## src/rtl/iack_select.sv

```systemverilog
module iack_select #(
  parameter int ADDR_W   = 24,
  parameter int WAIT_W   = 4,
  parameter int MAX_WAIT = 13
) (
  input  logic              clk,
  input  logic              rst_n,
  input  logic [ADDR_W-1:0] addr,
  input  logic [2:0]        fc,
  input  logic              as_n,
  input  logic              rw,
  input  logic [ADDR_W-9:0] base_reg,
  input  logic [1:0]        cfg_resp,
  input  logic [2:0]        cfg_level,
  input  logic [WAIT_W-1:0] cfg_wait,
  output logic              cs_n,
  output logic              dsack_n,
  output logic              avec_n
);
  localparam int BASE_W = ADDR_W - 8;
  localparam logic [2:0] FC_CPU = 3'b111;
  localparam logic [1:0] RESP_VEC = 2'b01;
  localparam logic [1:0] RESP_AUTO = 2'b10;
  localparam logic [WAIT_W-1:0] WAIT_CAP = WAIT_W'(MAX_WAIT);
  localparam logic [WAIT_W-1:0] CNT_TOP = '1;

  logic enabled, space_ok, addr_ok, base_ok, level_ok, hit;
  logic [WAIT_W-1:0] cnt, wait_eff;

  assign enabled  = (cfg_resp == RESP_VEC) || (cfg_resp == RESP_AUTO);
  assign space_ok = (fc == FC_CPU) && rw && !as_n;
  assign addr_ok  = &addr[ADDR_W-1:4];
  assign base_ok  = &base_reg[BASE_W-1:4];
  assign level_ok = (cfg_level == 3'b111) || (addr[3:1] == cfg_level);
  assign hit      = rst_n && enabled && space_ok && addr_ok && base_ok && level_ok;

  assign wait_eff = (cfg_wait > WAIT_CAP) ? WAIT_CAP : cfg_wait;

  always_ff @(posedge clk or negedge rst_n) begin
    if (!rst_n)          cnt <= '0;
    else if (!hit)       cnt <= '0;
    else if (cnt != CNT_TOP) cnt <= cnt + 1'b1;
  end

  assign cs_n    = !hit;
  assign dsack_n = !(hit && (cfg_resp == RESP_VEC) && (cnt >= wait_eff));
  assign avec_n  = !(hit && (cfg_resp == RESP_AUTO));

  AST_TERM_EXCLUSIVE: assert property (@(posedge clk) disable iff (!rst_n)
    !(!dsack_n && !avec_n));
  AST_TERM_NEEDS_SELECT: assert property (@(posedge clk) disable iff (!rst_n)
    (!dsack_n || !avec_n) |-> !cs_n);
  AST_NON_CPU_SILENT: assert property (@(posedge clk) disable iff (!rst_n)
    (fc != FC_CPU) |-> (cs_n && dsack_n && avec_n));
  AST_STROBE_RELEASE: assert property (@(posedge clk) disable iff (!rst_n)
    as_n |-> (cs_n && dsack_n && avec_n));
  AST_OFF_SILENT: assert property (@(posedge clk) disable iff (!rst_n)
    !enabled |-> (cs_n && dsack_n && avec_n));
  AST_WAIT_AFTER_SELECT: assert property (@(posedge clk) disable iff (!rst_n)
    (!dsack_n && cfg_wait != '0) |-> $past(!cs_n));
  AST_BASE_REQUIRED: assert property (@(posedge clk) disable iff (!rst_n)
    !cs_n |-> base_ok);
endmodule

```

## config.mk

```make
export PLATFORM = sky130hd
export DESIGN_NAME = iack_select
export DESIGN_NICKNAME = d
export VERILOG_FILES = /design/src/rtl/iack_select.sv
export SDC_FILE = /design/constraint.sdc
export NUM_CORES = 1
export LEC_CHECK = 0
export ABC_CLOCK_PERIOD_IN_PS = 3000
export BUFFER_PORTS_ARGS = -buffer_cell sky130_fd_sc_hd__buf_2
export CAP_MARGIN = 10
export CELL_PAD_IN_SITES_DETAIL_PLACEMENT = 1
export CELL_PAD_IN_SITES_GLOBAL_PLACEMENT = 2
export CORE_MARGIN = 2
export CORE_UTILIZATION = 17
export CTS_BUF_LIST = sky130_fd_sc_hd__clkbuf_16
export CTS_CLUSTER_DIAMETER = 40
export DETAILED_ROUTE_END_ITERATION = 12
export GPL_TIMING_DRIVEN = 0
export PLACE_DENSITY_LB_ADDON = 0.1
export SYNTH_ARGS = -nofsm -noshare
export SYNTH_HDL_FRONTEND = slang
export SYNTH_SLANG_ARGS = --single-unit
```

## constraint.sdc

```tcl
create_clock -name clk -period 3 [get_ports clk]
set_clock_uncertainty 0.15 [all_clocks]
set_input_delay 0.15 -clock clk [delete_from_list [all_inputs] [get_ports clk]]
set_output_delay 0.15 -clock clk [all_outputs]
set_load 0.01 [all_outputs]
```

==> results.md, run 1 <==
* Crit path largest cell delay at about 0.52 ns
* P&R area growth vs syn at 71.5%
* Least-Margin Pin Slew at roughly 0.61 ns
* Final Max Slew Viols at 0
* Final period util at between 70% and 80%
* Worst skew pair latency at 0.22 ns
* Nets at 191
* Clock transition at path regs at 0.03 ns
* Largest net degree at the start of global routing at 8
* GR Util All Layers at 11.3%
* Final wirelength at around 1900 um
* CTS buffer count at 3
* Worst Hold Class: primary input to async pin
* Deepest clock path buffer count at 2
* H-tree levels at 1
* DRT iter0 DRCs at 18
* Flop-to-flop setup slack at ~1.6 ns
* Diodes inserted at 0
* Flops & latches, synth at 4
* TNS Setup at 0 ns
* Routed via count at between 700 and 800
* CP Launch Point: rst_n
* Worst path cell trace: dlygate4sd3_1, buf_2, nand4b_1, nor4_1, nand2_1, a2111o_1, buf_2
* # rows at 20
* Die width at 61.7 um
* Crit path max fanout at 7
* EDFF count, synth at 0
* WS Path Type: primary input to primary output
* Max reg flops at 4
* Post-CTS setup buffers at 0
* Fillers at 420
* Worst path arrival time at 2.03 ns
* Die height at approximately 62 um
* Max-cap violations at 0
* Layout cells sized above 1 at between 40 and 50%
* Top reg by flops: cnt
* Antenna viol nets, final at 0
* Syn Nets at 132
* WP data required at 2.70 ns
* Post-Place Cell Area at between 800 and 900 um2
* Fin area at 972 um2
* Maximum clock rate at approximately 0.43 GHz
* Sequential Area at around 100 um2
* Static Leak at 0.466 nW
* Via/cell ratio at roughly 4.5
* Initial antenna violation count at 0
* Hpwl dp at 1670 um
* First-pass GRT wire length at roughly 3200 um
* CP endpoint kind: primary output
* CP most frequent cell: buf_2
* Endpoints failing hold at 0
* Tmin final at 2.33 ns
* RR Startpoint: cnt[0]
* Final GP Congestion at just under 0.7
* Initial Utilization at approximately 18%
* Synthesized instance count at 69
* CTS tree: built
* Drt pass-1 iters at 3
* Yosys warning total at 0
* # clock sinks at 4
* # IOs at 59
* DRC Markers at 0
* Critical path's slowest cell: dlygate4sd3_1
* Ys async rst share at 100%
* Post-CTS Resized at 0
* WL/cell at 11.1 um
* Synth Area per Inst at roughly 8 um2
* Status: completed
* Final Setup Violations at 0
* Tot Pwr at between 0.0003 and 0.0004 W
* Root Driver: clkbuf_16
* Distinct cells, synth at 28
* Worst rel slew slack at 58.9%
* Port bufs at 53
* Max IR drop VDD at between 0.1 and 0.15 mV
* Pwr per Cell Area at 328 nW/um2
* Grt ovf at 0
* Vias in the first global route at a little over 800
* Regs by FF count: cnt: 4 flops
* Die ar. at about 3800 um2
* Multi-input gate area at about 430 um2
* RSZ-0062 raised after global routing: false
* Sequential area share after synthesis at 17.7%
* Ys flop type: dfrtp_1
* Netlist Area Pre-Place at ~570 um2
* CP Launch Type: primary input
* Core area at approximately 3100 um2
* CTS Hold Buffers Added at 1
[synth_stat cells (all sizes together) (2+ instances only)]
master,count,area [um2]
dfrtp,4,100
mux2i,2,20.0
o21ai,6,30.0
a211o,2,20.0
nor2,2,7.51
a2111oi,4,40.0
nand3,3,15.0
nand4b,2,17.5
ha,7,87.6
nand4,7,43.8
nand2,5,18.8
nor4,2,12.5
inv,9,33.8
[where the power goes]
part | switching (W) | leakage, nW | internal (W)
Combinational | 0.0000249 | 0.373 | 0.0000334
Sequential | 0.0000000000000000197 | 0.0559 | 0.0000543
Clock | 0.0000359 | 0.0370 | 0.000170
[metrics by stage]
stage	std cells	setup WS, ns	hold WS [ns]	util [%]
after floorplan	69	1.28	-0.296	-
after CTS	170	0.654	0.126	31.3
after global placement	166	0.916	-0.178	28.6
after detailed placement	166	0.886	-0.178	28.6
after global routing	170	0.555	0.154	31.3
final	170	0.668	0.124	31.3
[final timing paths]
kind / cells after the start / to
setup / recovery: 7 / dsack_n
hold / removal: 2 / cnt[2]
setup reg to reg: 4 / cnt[0]
hold reg to reg: 2 / cnt[0]
max in group asynchronous: 2 / cnt[0]
min in group clk: 5 / cnt[2]
[final cells by class]
class,count,area share [%]
multi-input combinational,56,44.5
timing repair buffer,54,28.3
sequential,4,10.3
clock buffer,3,7.72
tap,44,5.66
inverter,9,3.47
[logic make-up after synthesis]
logic type                 Yosys count  synth area share (%)
and+or+nand+nor                     26                  26.7
AOI/OAI and AO/OA                   20                  29.1
buffers and inverters                9                  5.96
adders and majority gates            7                  15.5
DFF                                  4                  17.7
muxes                                2                  3.53
xor gates and xnor gates             1                  1.55
[worst max-delay path: cells and delay by family]
family,cells,cell delay (ns)
AO/OA/AOI/OAI,1,0.43
buffers and inverters,3,0.84
AND/OR/NAND/NOR,3,0.62
[cell usage in the layout, fill, tap and decap left out, types with 2 or more instances in the layout]
cell,n
nand4_1,7
a2111oi_1,4
ha_1,7
clkbuf_16,3
nand2_1,5
nor2_1,2
nor4_1,2
mux2i_1,2
inv_1,9
a211o_2,2
buf_2,53
dfrtp_1,4
nand3_1,3
nand4b_1,2
o21ai_0,5
[layer usage]
metal  GRT usage [%]  up-vias  share of wire [%]
li1                -      391                  -
met1            13.8      332                 45
met2            18.3       44                 43
met3            4.97        4                 10
met4            2.74        0               0.85
met5               0        -                  0
Power figures use the tool's default switching activity.
==> run 2, diff against run 1 <==
- ABC_CLOCK_PERIOD_IN_PS: 3000 -> 2400
- CORE_UTILIZATION: 17 -> 16
- clock period: 3 -> 2.4 ns (I/O delays scaled with it)
==> results.md, run 2 (synthesis gave the netlist of run 1 again) <==
* Largest net degree at the start of global routing at 8
* Vias in the first global route at 794
* Metal3 WL at approximately 230 um
* # rows at 21
* DR top layer: met4
* Layout cells sized above 1 at around half
* Clock transition at path regs at about 0.030 ns
* H-tree levels at 1
* Max IR drop VDD at 0.179 mV
* Tmin final at between 2 and 2.5 ns
* Worst path arrival time at slightly below 2 ns
* Post-CTS Resized at 0
* # clock sinks at 4
* Diodes inserted at 0
* Initial antenna violation count at 0
* Most frequent cells in the layout: buf_2, inv_1, nand4_1, ha_1
* Final GP Congestion at between 0.7 and 0.8
* Tot Pwr at between 0.0004 and 0.0005 W
* WL/cell at 10.9 um
* Least-Margin Pin Slew at around 0.56 ns
* Final Setup Violations at 0
* Routed via count at 769
* Final period util at 91.8%
* Grt ovf at 0
* Nets at ~190
* Endpoints failing hold at 0
* Regs by FF count: cnt: 4 flops
* Worst path cell trace: dlygate4sd3_1, buf_2, nand4b_1, nor4_1, nand2_1, a2111o_1, buf_2
* Worst rel slew slack at approximately 62%
* Fillers at around 460
* Metal2 WL at 823 um
* CP top delay family: buffers and inverters
* # IOs at 59
* Critical path buffers and inverters at 3
* CP endpoint kind: primary output
* CP Launch Type: primary input
* Die ar. at ~4000 um2
* Post-CTS setup buffers at 0
* Worst skew pair latency at 0.23 ns
* Worst Hold Class: primary input to async pin
* Crit path max fanout at 7
* Top reg by flops: cnt
* Die height at between 60 and 70 um
* Port bufs at 53
* CTS buffer count at 3
* RSZ-0062 raised after global routing: false
* DRT iter0 DRCs at 19
* CTS tree: built
* Max reg flops at 4
* Drt pass-1 iters at 4
* Most common cell after layout, fill and taps aside: buf_2
* TNS Setup at 0 ns
* Via/cell ratio at about 4.5
* Critical path's slowest cell: dlygate4sd3_1
* First-pass GRT wire length at around 3200 um
* P&R area growth vs syn at 72.0%
* Final wirelength at between 1500 and 2000 um
* Final Max Slew Viols at 0
* Pwr per Cell Area at about 410 nW/um2
* GR Util All Layers at 10.4%
* Hpwl dp at about 1700 um
* Maximum clock rate at about 0.45 GHz
* WP data required at 2.13 ns
* Core area at around 3400 um2
* DRC Markers at 0
* WS Path Type: primary input to primary output
* Initial Utilization at about 17%
* Max-cap violations at 0
* Antenna viol nets, final at 0
* CP most frequent cell: buf_2
* Status: completed
* Static Leak at between 0.4 and 0.5 nW
* Root Driver: clkbuf_16
* Deepest clock path buffer count at 2
* Crit path largest cell delay at 0.51 ns
* M1 WL at between 700 and 800 um
* Die width at between 60 and 70 um
[run 2: worst paths after layout]
check                             from       to  slack [ns]  cells past startpoint
min in group clk           base_reg[8]   cnt[0]        0.22                      5
max                              rst_n  dsack_n        0.20                      7
min reg2reg                     cnt[0]   cnt[0]        0.51                      2
max in group asynchronous        rst_n   cnt[0]        1.89                      2
max reg2reg                     cnt[0]   cnt[0]        0.92                      4
min                              rst_n   cnt[2]        0.08                      2
[run 2: what timing repair did]
| item | 4_1_cts | 5_1_grt |
|---|---|---|
| hold buffers | 1 | 0 |
| hold endpoints to repair | 4 | 0 |
| setup endpoints to repair | 0 | 0 |
[run 2: area by class of cell]
cell class | count | area [um2] | share of cell area [%]
Multi-Input combinational cell | 56 | 433 | 44.4
Timing Repair Buffer | 54 | 275 | 28.2
Clock buffer | 3 | 75.1 | 7.70
Tap cell | 46 | 57.6 | 5.91
Sequential cell | 4 | 100 | 10.3
Inverter | 9 | 33.8 | 3.47
[run 2: where the power goes]
| part | internal, W | switching (W) |
|---|---|---|
| combinational | 0.0000417 | 0.0000311 |
| clock | 0.000213 | 0.0000505 |
| sequential | 0.0000679 | 0.0000000000000000246 |
[run 2: through the flow]
stage	std cells	hold slack (ns)	setup slack, ns	cell area [um2]	util (%)
2_1_floorplan	69	-0.326	0.744	567	-
3_3_place_gp	168	-0.211	0.383	890	26.5
3_5_place_dp	168	-0.205	0.385	890	26.5
4_1_cts	172	0.0860	0.155	975	29.0
5_1_grt	172	0.0974	0.0326	975	29.0
6_report	172	0.0808	0.196	975	29.0
[run 2: routing by layer]
layer / GRT usage [%] / vias up
met5: 0 / -
met4: 6.52 / 0
li1: - / 388
met2: 16.4 / 48
met1: 12.2 / 329
met3: 3.04 / 4
